**config.mk**
```make
export PLATFORM = sky130hd
export DESIGN_NAME = pause_frame_tx
export DESIGN_NICKNAME = d
export VERILOG_FILES = /design/src/rtl/pause_pkg.sv /design/src/rtl/pause_crc_byte.sv /design/src/rtl/pause_frame_image.sv /design/src/rtl/pause_seq.sv /design/src/rtl/pause_frame_tx.sv
export SDC_FILE = /design/constraint.sdc
export NUM_CORES = 1
export LEC_CHECK = 0
export BUFFER_PORTS_ARGS = -buffer_cell sky130_fd_sc_hd__buf_4
export CAP_MARGIN = 20
export CORE_AREA = 4 4 168 170
export CTS_BUF_LIST = sky130_fd_sc_hd__clkbuf_16
export DETAILED_ROUTE_END_ITERATION = 7
export DIE_AREA = 0 0 172 174
export PLACE_DENSITY_LB_ADDON = 0.3
export SLEW_MARGIN = 20
export SYNTH_ARGS = -nofsm -noshare
export SYNTH_HDL_FRONTEND = slang
export SYNTH_SLANG_ARGS = --single-unit
```
**constraint.sdc**
```tcl
create_clock -name clk -period 7 [get_ports clk]
set_clock_uncertainty 0.1 [all_clocks]
set_input_delay 2.1 -clock clk [delete_from_list [all_inputs] [get_ports clk]]
set_output_delay 2.1 -clock clk [all_outputs]
set_load 0.02 [all_outputs]
```
**src/rtl/pause_pkg.sv**
```systemverilog
package pause_pkg;

   typedef enum logic {
      FMT_PRIORITY = 1'b0,
      FMT_GLOBAL   = 1'b1
   } pause_fmt_e;

   localparam int MAC_W      = 48;
   localparam int FIELD16_W  = 16;
   localparam int HDR_BYTES  = 16;
   localparam int ENVEC_W    = 16;
   localparam int FCS_BYTES  = 4;
   localparam int CRC_W      = 32;
   localparam logic [CRC_W-1:0] CRC_SEED = 32'hFFFF_FFFF;

endpackage

```
**src/rtl/pause_crc_byte.sv**
```systemverilog
module pause_crc_byte #(
   parameter int                 CRC_W = 32,
   parameter logic [CRC_W-1:0]   POLY  = 32'hEDB8_8320
) (
   input  logic [CRC_W-1:0] crc_in,
   input  logic [7:0]       byte_in,
   output logic [CRC_W-1:0] crc_out
);

   // one reflected shift stage per data bit, lsb of the byte first
   logic [CRC_W-1:0] stage [0:8];

   assign stage[0] = crc_in;

   for (genvar g = 0; g < 8; g++) begin : g_bit
      logic fb;
      assign fb = stage[g][0] ^ byte_in[g];
      assign stage[g+1] = (stage[g] >> 1) ^ (fb ? POLY : '0);
   end

   assign crc_out = stage[8];

endmodule

```
**src/rtl/pause_frame_image.sv**
```systemverilog
module pause_frame_image
   import pause_pkg::*;
#(
   parameter int NUM_CLASSES = 8,
   parameter int QUANTA_W    = 16,
   parameter int PAY_BYTES   = 60,
   localparam int IMG_W      = PAY_BYTES * 8,
   localparam int HDR_W      = HDR_BYTES * 8,
   localparam int SLOTS_W    = NUM_CLASSES * QUANTA_W,
   localparam int PRI_W      = HDR_W + ENVEC_W + SLOTS_W,
   localparam int GLB_W      = HDR_W + QUANTA_W
) (
   input  pause_fmt_e             fmt,
   input  logic [NUM_CLASSES-1:0] en_vec,
   input  logic [NUM_CLASSES:0]   zero_vec,
   input  logic [MAC_W-1:0]       g_dst_mac,
   input  logic [MAC_W-1:0]       g_src_mac,
   input  logic [FIELD16_W-1:0]   g_ethtype,
   input  logic [FIELD16_W-1:0]   g_opcode,
   input  logic [QUANTA_W-1:0]    g_quanta,
   input  logic [MAC_W-1:0]       p_dst_mac,
   input  logic [MAC_W-1:0]       p_src_mac,
   input  logic [FIELD16_W-1:0]   p_ethtype,
   input  logic [FIELD16_W-1:0]   p_opcode,
   input  logic [SLOTS_W-1:0]     p_quanta,
   output logic [IMG_W-1:0]       image
);

   logic [SLOTS_W-1:0]  slots;
   logic [ENVEC_W-1:0]  en16;
   logic [QUANTA_W-1:0] glb_q;

   // class 0 occupies the most significant slot so it leaves first
   for (genvar c = 0; c < NUM_CLASSES; c++) begin : g_slot
      assign slots[(NUM_CLASSES-1-c)*QUANTA_W +: QUANTA_W] =
         (en_vec[c] && !zero_vec[c]) ? p_quanta[c*QUANTA_W +: QUANTA_W] : '0;
   end

   assign glb_q = zero_vec[NUM_CLASSES] ? '0 : g_quanta;

   always_comb begin
      en16 = '0;
      en16[NUM_CLASSES-1:0] = en_vec;
   end

   always_comb begin
      image = '0;
      if (fmt == FMT_GLOBAL) begin
         image[IMG_W-1 -: GLB_W] = {g_dst_mac, g_src_mac, g_ethtype, g_opcode, glb_q};
      end else begin
         image[IMG_W-1 -: PRI_W] = {p_dst_mac, p_src_mac, p_ethtype, p_opcode, en16, slots};
      end
   end

endmodule

```
**src/rtl/pause_seq.sv**
```systemverilog
module pause_seq
   import pause_pkg::*;
#(
   parameter int FRAME_BYTES = 64,
   parameter int NUM_CLASSES = 8,
   localparam int PAY_BYTES  = FRAME_BYTES - FCS_BYTES,
   localparam int IDX_W      = $clog2(FRAME_BYTES)
) (
   input  logic                   clk,
   input  logic                   rst_n,
   input  logic                   go,
   input  logic                   go_global,
   input  logic [NUM_CLASSES-1:0] go_classes,
   input  logic [NUM_CLASSES:0]   go_cancel,
   input  logic                   m_tready,
   input  logic [7:0]             pay_byte,
   input  logic [CRC_W-1:0]       crc_next,
   output logic                   busy,
   output logic [IDX_W-1:0]       idx,
   output logic [CRC_W-1:0]       crc_q,
   output pause_fmt_e             fmt_q,
   output logic [NUM_CLASSES-1:0] en_q,
   output logic [NUM_CLASSES:0]   zero_q,
   output logic [7:0]             m_tdata,
   output logic                   m_tvalid,
   output logic                   m_tlast
);

   localparam logic [IDX_W-1:0] LAST_IDX = IDX_W'(FRAME_BYTES - 1);
   localparam logic [IDX_W-1:0] PAY_IDX  = IDX_W'(PAY_BYTES);

   logic             beat;
   logic             in_pay;
   logic [IDX_W-1:0] fcs_off;
   logic [CRC_W-1:0] fcs_sh;

   assign beat   = busy && m_tready;
   assign in_pay = idx < PAY_IDX;

   always_ff @(posedge clk) begin
      if (!rst_n) begin
         busy   <= 1'b0;
         idx    <= '0;
         crc_q  <= CRC_SEED;
         fmt_q  <= FMT_PRIORITY;
         en_q   <= '0;
         zero_q <= '0;
      end else if (!busy) begin
         if (go) begin
            busy   <= 1'b1;
            idx    <= '0;
            crc_q  <= CRC_SEED;
            fmt_q  <= go_global ? FMT_GLOBAL : FMT_PRIORITY;
            en_q   <= go_classes | go_cancel[NUM_CLASSES-1:0];
            zero_q <= go_cancel;
         end
      end else if (beat) begin
         if (in_pay) begin
            crc_q <= crc_next;
         end
         if (idx == LAST_IDX) begin
            busy <= 1'b0;
            idx  <= '0;
         end else begin
            idx <= idx + 1'b1;
         end
      end
   end

   // check sequence leaves inverted, least significant byte first
   assign fcs_off = idx - PAY_IDX;
   assign fcs_sh  = ~crc_q >> {fcs_off[1:0], 3'b000};

   assign m_tdata  = in_pay ? pay_byte : fcs_sh[7:0];
   assign m_tvalid = busy;
   assign m_tlast  = busy && (idx == LAST_IDX);

endmodule

```
**src/rtl/pause_frame_tx.sv**
```systemverilog
module pause_frame_tx
   import pause_pkg::*;
#(
   parameter int               NUM_CLASSES = 8,
   parameter int               QUANTA_W    = 16,
   parameter int               FRAME_BYTES = 64,
   parameter logic [31:0]      CRC_POLY    = 32'hEDB8_8320,
   localparam int              PAY_BYTES   = FRAME_BYTES - FCS_BYTES,
   localparam int              IDX_W       = $clog2(FRAME_BYTES),
   localparam int              PRI_BYTES   = HDR_BYTES + ENVEC_W/8 + NUM_CLASSES*QUANTA_W/8
) (
   input  logic                            clk,
   input  logic                            rst_n,
   input  logic                            go,
   input  logic                            go_global,
   input  logic [NUM_CLASSES-1:0]          go_classes,
   input  logic [NUM_CLASSES:0]            go_cancel,
   output logic                            busy,
   input  logic [47:0]                     g_dst_mac,
   input  logic [47:0]                     g_src_mac,
   input  logic [15:0]                     g_ethtype,
   input  logic [15:0]                     g_opcode,
   input  logic [QUANTA_W-1:0]             g_quanta,
   input  logic [47:0]                     p_dst_mac,
   input  logic [47:0]                     p_src_mac,
   input  logic [15:0]                     p_ethtype,
   input  logic [15:0]                     p_opcode,
   input  logic [NUM_CLASSES*QUANTA_W-1:0] p_quanta,
   output logic [7:0]                      m_tdata,
   output logic                            m_tvalid,
   input  logic                            m_tready,
   output logic                            m_tlast
);

   // elaboration-time parameter checks
   if (NUM_CLASSES < 1 || NUM_CLASSES > ENVEC_W) begin : g_bad_classes
      $error("pause_frame_tx: NUM_CLASSES must lie in 1..16");
   end
   if (QUANTA_W % 8 != 0 || QUANTA_W < 8) begin : g_bad_quanta
      $error("pause_frame_tx: QUANTA_W must be a whole number of bytes");
   end
   if (PRI_BYTES > PAY_BYTES) begin : g_bad_frame
      $error("pause_frame_tx: FRAME_BYTES too small for the priority format");
   end

   logic [IDX_W-1:0]       idx;
   logic [CRC_W-1:0]       crc_q;
   logic [CRC_W-1:0]       crc_next;
   pause_fmt_e             fmt_q;
   logic [NUM_CLASSES-1:0] en_q;
   logic [NUM_CLASSES:0]   zero_q;
   logic [PAY_BYTES*8-1:0] image;
   logic [IDX_W-1:0]       pidx;
   logic [7:0]             pay_byte;

   pause_frame_image #(
      .NUM_CLASSES (NUM_CLASSES),
      .QUANTA_W    (QUANTA_W),
      .PAY_BYTES   (PAY_BYTES)
   ) u_image (
      .fmt       (fmt_q),
      .en_vec    (en_q),
      .zero_vec  (zero_q),
      .g_dst_mac (g_dst_mac),
      .g_src_mac (g_src_mac),
      .g_ethtype (g_ethtype),
      .g_opcode  (g_opcode),
      .g_quanta  (g_quanta),
      .p_dst_mac (p_dst_mac),
      .p_src_mac (p_src_mac),
      .p_ethtype (p_ethtype),
      .p_opcode  (p_opcode),
      .p_quanta  (p_quanta),
      .image     (image)
   );

   // byte 0 is the most significant byte of the image
   assign pidx     = (idx < IDX_W'(PAY_BYTES)) ? idx : '0;
   assign pay_byte = image[(PAY_BYTES-1-int'(pidx))*8 +: 8];

   pause_crc_byte #(
      .CRC_W (CRC_W),
      .POLY  (CRC_POLY)
   ) u_crc (
      .crc_in  (crc_q),
      .byte_in (pay_byte),
      .crc_out (crc_next)
   );

   pause_seq #(
      .FRAME_BYTES (FRAME_BYTES),
      .NUM_CLASSES (NUM_CLASSES)
   ) u_seq (
      .clk        (clk),
      .rst_n      (rst_n),
      .go         (go),
      .go_global  (go_global),
      .go_classes (go_classes),
      .go_cancel  (go_cancel),
      .m_tready   (m_tready),
      .pay_byte   (pay_byte),
      .crc_next   (crc_next),
      .busy       (busy),
      .idx        (idx),
      .crc_q      (crc_q),
      .fmt_q      (fmt_q),
      .en_q       (en_q),
      .zero_q     (zero_q),
      .m_tdata    (m_tdata),
      .m_tvalid   (m_tvalid),
      .m_tlast    (m_tlast)
   );

endmodule

```
==> results of run 1 <==
## power by group through the flow
stage | combinational [W] | sequential [W] | clock (W)
after global routing | 0.000948 | 0.000400 | 0.000434
after global placement | 0.000869 | 0.000401 | 0
after CTS | 0.000885 | 0.000395 | 0.000420
final | 0.000887 | 0.000396 | 0.000412
after floorplan | 0.000567 | 0.000387 | 0
after detailed placement | 0.000877 | 0.000402 | 0
## critical path, delay by kind of cell
family,cells,cell delay (ps)
mux,1,200
compound gates,5,1710
buf+inv,2,320
simple gates,1,110
## cells in the mapped netlist, types with 18 or more instances
cell type / count
sky130_fd_sc_hd__a21boi_0: 18
sky130_fd_sc_hd__nand2_1: 101
sky130_fd_sc_hd__nor3_1: 29
sky130_fd_sc_hd__mux2i_1: 68
sky130_fd_sc_hd__o22ai_1: 21
sky130_fd_sc_hd__nor2b_1: 21
sky130_fd_sc_hd__dfxtp_1: 57
sky130_fd_sc_hd__o22a_1: 19
sky130_fd_sc_hd__mux4_2: 32
sky130_fd_sc_hd__xor2_1: 21
sky130_fd_sc_hd__xnor2_1: 32
sky130_fd_sc_hd__nor2_1: 42
sky130_fd_sc_hd__clkbuf_1: 36
sky130_fd_sc_hd__a21oi_1: 63
sky130_fd_sc_hd__nand3_1: 29
sky130_fd_sc_hd__buf_2: 25
sky130_fd_sc_hd__o21ai_0: 51
## placed cells by master, fill, tap and decap left out, types with 6 or more instances in the layout
| master | instances |
|---|---|
| sky130_fd_sc_hd__o221ai_1 | 7 |
| sky130_fd_sc_hd__a31oi_1 | 11 |
| sky130_fd_sc_hd__and3_1 | 13 |
| sky130_fd_sc_hd__nand3_1 | 28 |
| sky130_fd_sc_hd__nand2b_1 | 11 |
| sky130_fd_sc_hd__buf_4 | 465 |
| sky130_fd_sc_hd__dfxtp_1 | 54 |
| sky130_fd_sc_hd__a21boi_0 | 18 |
| sky130_fd_sc_hd__a2111oi_0 | 8 |
| sky130_fd_sc_hd__inv_1 | 11 |
| sky130_fd_sc_hd__nor2b_1 | 20 |
| sky130_fd_sc_hd__a21oi_1 | 63 |
| sky130_fd_sc_hd__mux2i_1 | 68 |
| sky130_fd_sc_hd__xnor2_1 | 32 |
| sky130_fd_sc_hd__o21ai_0 | 51 |
| sky130_fd_sc_hd__nand2_1 | 100 |
| sky130_fd_sc_hd__xnor2_2 | 6 |
| sky130_fd_sc_hd__xor2_1 | 21 |
| sky130_fd_sc_hd__a221oi_1 | 12 |
| sky130_fd_sc_hd__clkbuf_16 | 9 |
| sky130_fd_sc_hd__a22oi_1 | 6 |
| sky130_fd_sc_hd__nor3_1 | 29 |
| sky130_fd_sc_hd__nor2_1 | 42 |
| sky130_fd_sc_hd__o21a_1 | 6 |
| sky130_fd_sc_hd__mux4_2 | 32 |
| sky130_fd_sc_hd__o22ai_1 | 21 |
| sky130_fd_sc_hd__mux2_2 | 17 |
| sky130_fd_sc_hd__a211oi_1 | 13 |
| sky130_fd_sc_hd__o211ai_1 | 10 |
| sky130_fd_sc_hd__o22a_1 | 19 |
| sky130_fd_sc_hd__nor3b_1 | 9 |
| sky130_fd_sc_hd__nor4_1 | 8 |
## final timing paths
kind	from	end	depth (start not counted)
setup reg to reg	u_seq.idx[3]$_SDFFE_PN0P_	u_seq.crc_q[21]$_SDFFE_PN1P_	12
setup / recovery	g_dst_mac[29]	m_tdata[5]	9
hold reg to reg	u_seq.zero_q[3]$_SDFFE_PN0P_	u_seq.zero_q[3]$_SDFFE_PN0P_	2
hold / removal	u_seq.zero_q[3]$_SDFFE_PN0P_	u_seq.zero_q[3]$_SDFFE_PN0P_	2
## per-layer routing
layer / track usage [%] / up-vias
met5: 0 / -
met4: 8.909 / 6
met3: 4.458 / 74
met2: 46.89 / 411
met1: 33.37 / 4640
li1: - / 4352
## cells by family (layout without fill, tap and decap cells)
logic type                 Yosys count  in the layout  synth area share, %
xor gates and xnor gates            71             71                10.90
other                                0              5                    0
DFF                                 57             57                14.79
AOI/OAI and AO/OA                  305            305                28.31
adders and majority gates            2              2               0.3243
muxes                              120            120                21.18
and+or+nand+nor                    282            282                17.92
buffers and inverters               96            490                6.583
## stage by stage
| step | util, % | setup slack, ps |
|---|---|---|
| 4_1_cts | 42.94 | 344.4 |
| 6_report | 42.99 | 340.5 |
| 5_1_grt | 42.98 | 29.34 |
| 2_1_floorplan | - | 1163 |
| 3_3_place_gp | 41.90 | 389.0 |
| 3_5_place_dp | 41.90 | 368.8 |
## sequential cells by signal, summed over array words and instances (netlist names)
| register | cells |
|---|---|
| u_seq.fmt_q | 1 |
| u_seq.idx | 6 |
| u_seq.crc_q | 32 |
| u_seq.zero_q | 9 |
| u_seq.en_q | 8 |
| u_seq.busy | 1 |
## layout make-up
type                    instances  area, um2
flip-flops and latches         57       1150
clock buffers                   9      225.2
clock inverters                 6      52.55
inverters                       9      33.78
diodes                          5      12.51
fillers                      2731      15240
well taps                     341      426.7
repair buffers                466       3511
multi-input cells             780       6077
==> results_dict.tcl, run 1 <==
set metrics [dict create \
    share_seq_of_total_power_pct 23.4 \
    wire_length_of_the_first_global_routing_pass_um 60620 \
    worst_setup_path_start_kind "input port" \
    syn_nets 1357 \
    final_cells 1673 \
    totalPowerFinal_w 0.001695 \
    post_drt_wl_per_cell_um 25.89 \
    die_width_um 172 \
    yosys_warnings 0 \
    detail_route.first_pass.iterations 5 \
    estimated_wirelength_of_the_detail_placed_design_um 34490 \
    syn-mean-instance-area_um2 8.270 \
    critical_path.cell_chain "buf_4 -> nor2b_1 -> a2111oi_0 -> a311oi_1 -> o21a_1 -> a41o_1 -> a211oi_1 -> mux2i_1 -> buf_4" \
    power_frac_clock_pct 24.3 \
    hold_viol_final 0 \
    post_cts_resized 0 \
    synth_edf_count 0 \
    final_nets 1747 \
    drv_slew 0 \
    rsz0062_at_grt "no" \
    endpoint_kind "primary output" \
    cts_tree "yes" \
    grt_pass1_vias 9487 \
    maximum_clock_path_buffer_count 2 \
    floorplan.io_pins 433 \
    status "finished, final reports clean" \
    area.growth.synth_to_final_pct 48.89 \
    tightestPinTransition_ps 946.3 \
    global_route.usage.total_pct 26.88 \
    power.density_nw_per_um2 147.5 \
    maxCapViolCount 0 \
    synth_top_area_cell "sky130_fd_sc_hd__dfxtp_1" \
    buffer_ports.inserted 432 \
    hold_slack_ps 360.5 \
    dr_total_vias 9483 \
    die_h_um 174 \
    layout_worst_path_cycle_share_pct 95.14 \
    cts.sinks 57 \
    routabilityCongestion 0.9018 \
    worst_setup_hold_path_clk_slew_ps 50 \
    synth.distinct_cells 87 \
    crit_path_frequent_cell "sky130_fd_sc_hd__buf_4" \
    drt_iter0_drc 752 \
    grt_start_max_net_pins 60 \
    fin_crit_ps 6660 \
    finish.instance_area_um2 11490 \
    synth.top_cells.by_area "sky130_fd_sc_hd__dfxtp_1 (15%), sky130_fd_sc_hd__mux4_2 (9.3%), sky130_fd_sc_hd__mux2i_1 (8.8%)" \
    die_outline_area_um2 29930 \
    crit_arrival_ps 4460 \
    worst_voltage_drop_across_the_vdd_grid_mv 0.1256 \
    asyncSetResetFlopFracSynth_pct 0 \
    wirelength_um 43320 \
    placedCellCount 1653 \
    postRouteAntennaNets 0 \
    critical_path.max_fanout 2 \
    cp_slowest_stage_delay_ps 600 \
    p_leak_nw 4.688 \
    synthesis.instances 933 \
    m1WireLength_um 17170 \
    synth-seq-area-share_pct 14.79 \
    met2WireLength_um 21610 \
    syn_area_um2 7716 \
    cts_post_setup_buffers_inserted 0 \
    min-delay-path-class "reg -> reg" \
    grt_overflow_total 0 \
    remaining_drc_errors 0 \
    fp-row-count 60 \
    critPathRequiredTime_ps 4800 \
    cts.hold.buffers_added 0 \
    maxClockFrequency_mhz 150.2 \
    htree_num_levels 3 \
    synth_flop_cell "sky130_fd_sc_hd__dfxtp_1" \
    path_class "in -> out" \
    yosysTopAreaCellShare_pct 14.79 \
    pwr-share-comb_pct 52.3 \
    maxUsedRoutingLayer "met5" \
    detailed_routed_wire_length_on_met3_um 3064 \
    numCtsBuffers 9 \
    rrSetupSlack_ps 1620 \
    internal_power_w 0.001110 \
    effective_utilization_at_floorplan_pct 28.87 \
    root_buffer "sky130_fd_sc_hd__clkbuf_16" \
    placedInstanceArea_um2 11200 \
    finish_stage_setup_viols 0 \
    core_area_um2 26730 \
    netSwitchingFraction_pct 34.48 \
    register_bit_count_reported_by_yosys 57 \
    grt_antenna_before_repair 7 \
    worst_path_max_delay_cell "sky130_fd_sc_hd__a211oi_1" \
    drive_gt1_share_pct 42.80 \
    clk-insertion-delay-late_ps 320 \
    setup-tns-final_ps 0 \
    slew_headroom_pct 36.43 \
    power_switching_w 0.0005843 \
    post_drt_via_cell_ratio 5.668 \
]
No activity file was read; power rests on OpenSTA's default activity.
==> run 2: changes to the inputs <==
Settings changed: BUFFER_PORTS_ARGS -buffer_cell sky130_fd_sc_hd__buf_4 to -buffer_cell sky130_fd_sc_hd__buf_2.
==> run 2 against run 1 <==
Against the previous run:
- sequential cell count is the same
- register-to-register slack gained 170 ps
- first-iteration DRC count shrank 11%
- highest routed layer unchanged
- via count shrank 0.20%
==> results_dict.tcl, run 2 (same netlist as run 1, synthesis figures left out) <==
set metrics [dict create \
    hold_viol_final 0 \
    area.growth.synth_to_final_pct 35.02 \
    htree_num_levels 3 \
    end_of_the_worst_hold_path "u_seq.zero_q[3]$_SDFFE_PN0P_" \
    remaining_drc_errors 0 \
    post_drt_wl_per_cell_um 25.37 \
    wire_length_of_the_first_global_routing_pass_um 59090 \
    r2r_end "u_seq.crc_q[24]$_SDFFE_PN1P_" \
    cts_tree "yes" \
    final_core_util_pct 38.98 \
    global_route.usage.total_pct 26.46 \
    clk-insertion-delay-late_ps 330 \
    dr_total_vias 9464 \
    cts_post_setup_buffers_inserted 0 \
    die_width_um 172 \
    drv_slew 0 \
    seq_area_um2 1150 \
    effective_utilization_at_floorplan_pct 28.87 \
    routabilityCongestion 0.9320 \
    core_area_um2 26730 \
    power_switching_w 0.0005885 \
    post_drt_via_cell_ratio 5.623 \
    numCtsBuffers 9 \
    power_frac_clock_pct 23.8 \
    endpoint_kind "primary output" \
    mostFrequentLayoutCells "sky130_fd_sc_hd__buf_2 (432), sky130_fd_sc_hd__nand2_1 (100), sky130_fd_sc_hd__mux2i_1 (68)" \
    grt_overflow_total 0 \
    wirelength_um 42690 \
    cts.sinks 57 \
    critPathRequiredTime_ps 4800 \
    grt_antenna_before_repair 12 \
    reg.largest.list "u_seq.crc_q (32), u_seq.zero_q (9), u_seq.en_q (8)" \
    min-delay-path-class "reg -> reg" \
    worstReg2RegStart "u_seq.idx[3]$_SDFFE_PN0P_" \
    netSwitchingFraction_pct 36.87 \
    die_h_um 174 \
    maximum_clock_path_buffer_count 2 \
    largest_register_ffs 32 \
    layout_commonest_cell "sky130_fd_sc_hd__buf_2" \
    final_nets 1752 \
    tightestPinTransition_ps 1042 \
    post_cts_resized 0 \
    worst_setup_path_start_kind "input port" \
    worst_voltage_drop_across_the_vdd_grid_mv 0.1271 \
    final.fill_count 2826 \
    multiInputGateArea_um2 6075 \
    pwr-share-comb_pct 51.6 \
    drt_iter0_drc 667 \
    setup-tns-final_ps 0 \
    timing.reg2reg.worst_path_depth 12 \
    estimated_wirelength_of_the_detail_placed_design_um 34450 \
    layout_worst_path_cycle_share_pct 96.59 \
    final.setup.worst_slack_ps 238.5 \
    power.density_nw_per_um2 153.2 \
    fp-row-count 60 \
    min_path_cells 2 \
    grt_pass1_vias 9333 \
    worst_setup_hold_path_clk_slew_ps 50 \
    path_class "in -> out" \
    grt_start_max_net_pins 60 \
    crit_arrival_ps 4560 \
    floorplan.io_pins 433 \
    detail_route.first_pass.iterations 5 \
    buffer_ports.inserted 432 \
    postRouteAntennaNets 0 \
    die_outline_area_um2 29930 \
    p_leak_nw 4.328 \
    rsz0062_at_grt "no" \
    finish_stage_setup_viols 0 \
    rrSetupSlack_ps 1790 \
    worstSetupStartpoint "g_dst_mac[29]" \
    hold_path.startpoint "u_seq.zero_q[3]$_SDFFE_PN0P_" \
    slew_headroom_pct 29.53 \
    largest_register "u_seq.crc_q" \
    root_buffer "sky130_fd_sc_hd__clkbuf_16" \
    maxCapViolCount 0 \
    drive_gt1_share_pct 42.91 \
    share_seq_of_total_power_pct 24.6 \
    status "finished, final reports clean" \
    maxClockFrequency_mhz 147.9 \
    cts.hold.buffers_added 0 \
    critical_path.max_fanout 2 \
    fin_crit_ps 6762 \
    placement.setup.worst_slack_ps 349.0 \
    internal_power_w 0.001008 \
]
[run 2: power groups by stage]
stage               registers [W]  logic (W)  clock network [W]
floorplan                0.000387   0.000567                  0
global placement         0.000398   0.000809                  0
detailed placement       0.000399   0.000817                  0
CTS                      0.000392   0.000823           0.000386
global route             0.000397   0.000889           0.000401
finish                   0.000393   0.000824           0.000380
[run 2: stage by stage]
step	hold WS (ps)	total power, W	cells	cell area [um2]
6_report	365.9	0.001596	1683	10420
5_1_grt	391.2	0.001686	1682	10420
4_1_cts	368.4	0.001602	1674	10400
3_5_place_dp	361.0	0.001216	1658	10140
3_3_place_gp	348.6	0.001207	1658	10140
2_1_floorplan	338.3	0.0009546	933	7716
[run 2: critical path, cell delays in order]
cell and delay (ps):
sky130_fd_sc_hd__buf_2 100, sky130_fd_sc_hd__nor2b_1 120, sky130_fd_sc_hd__a2111oi_0 420, sky130_fd_sc_hd__a311oi_1 150
sky130_fd_sc_hd__o21a_1 310, sky130_fd_sc_hd__a41o_1 230, sky130_fd_sc_hd__a211oi_1 740, sky130_fd_sc_hd__mux2i_1 170
sky130_fd_sc_hd__buf_2 220
[run 2: layer usage]
layer	vias up	global-route usage, %	share of wire, %
met1	4537	32.62	39
met2	462	45.57	49
met5	-	0	0.10
li1	4370	-	-
met4	8	8.483	3.3
met3	87	5.799	8.0
[run 2: final cells by class]
cell class / instances / area share [%]
timing repair buffer: 471 / 23.56
clock inverter: 7 / 0.3002
inverter: 9 / 0.3242
sequential: 57 / 11.04
antenna: 9 / 0.2162
clock buffer: 9 / 2.162
tap: 341 / 4.095
multi-input combinational: 780 / 58.30
[run 2: how the worst max path moves through the flow]
stage                 endpoint  slack (ps)  depth (start not counted)
floorplan           m_tdata[5]        1160                          7
global route        m_tdata[5]         140                         10
finish              m_tdata[5]         240                          9
detailed placement  m_tdata[5]         350                          9
CTS                 m_tdata[5]         330                          9
global placement    m_tdata[5]         260                          9
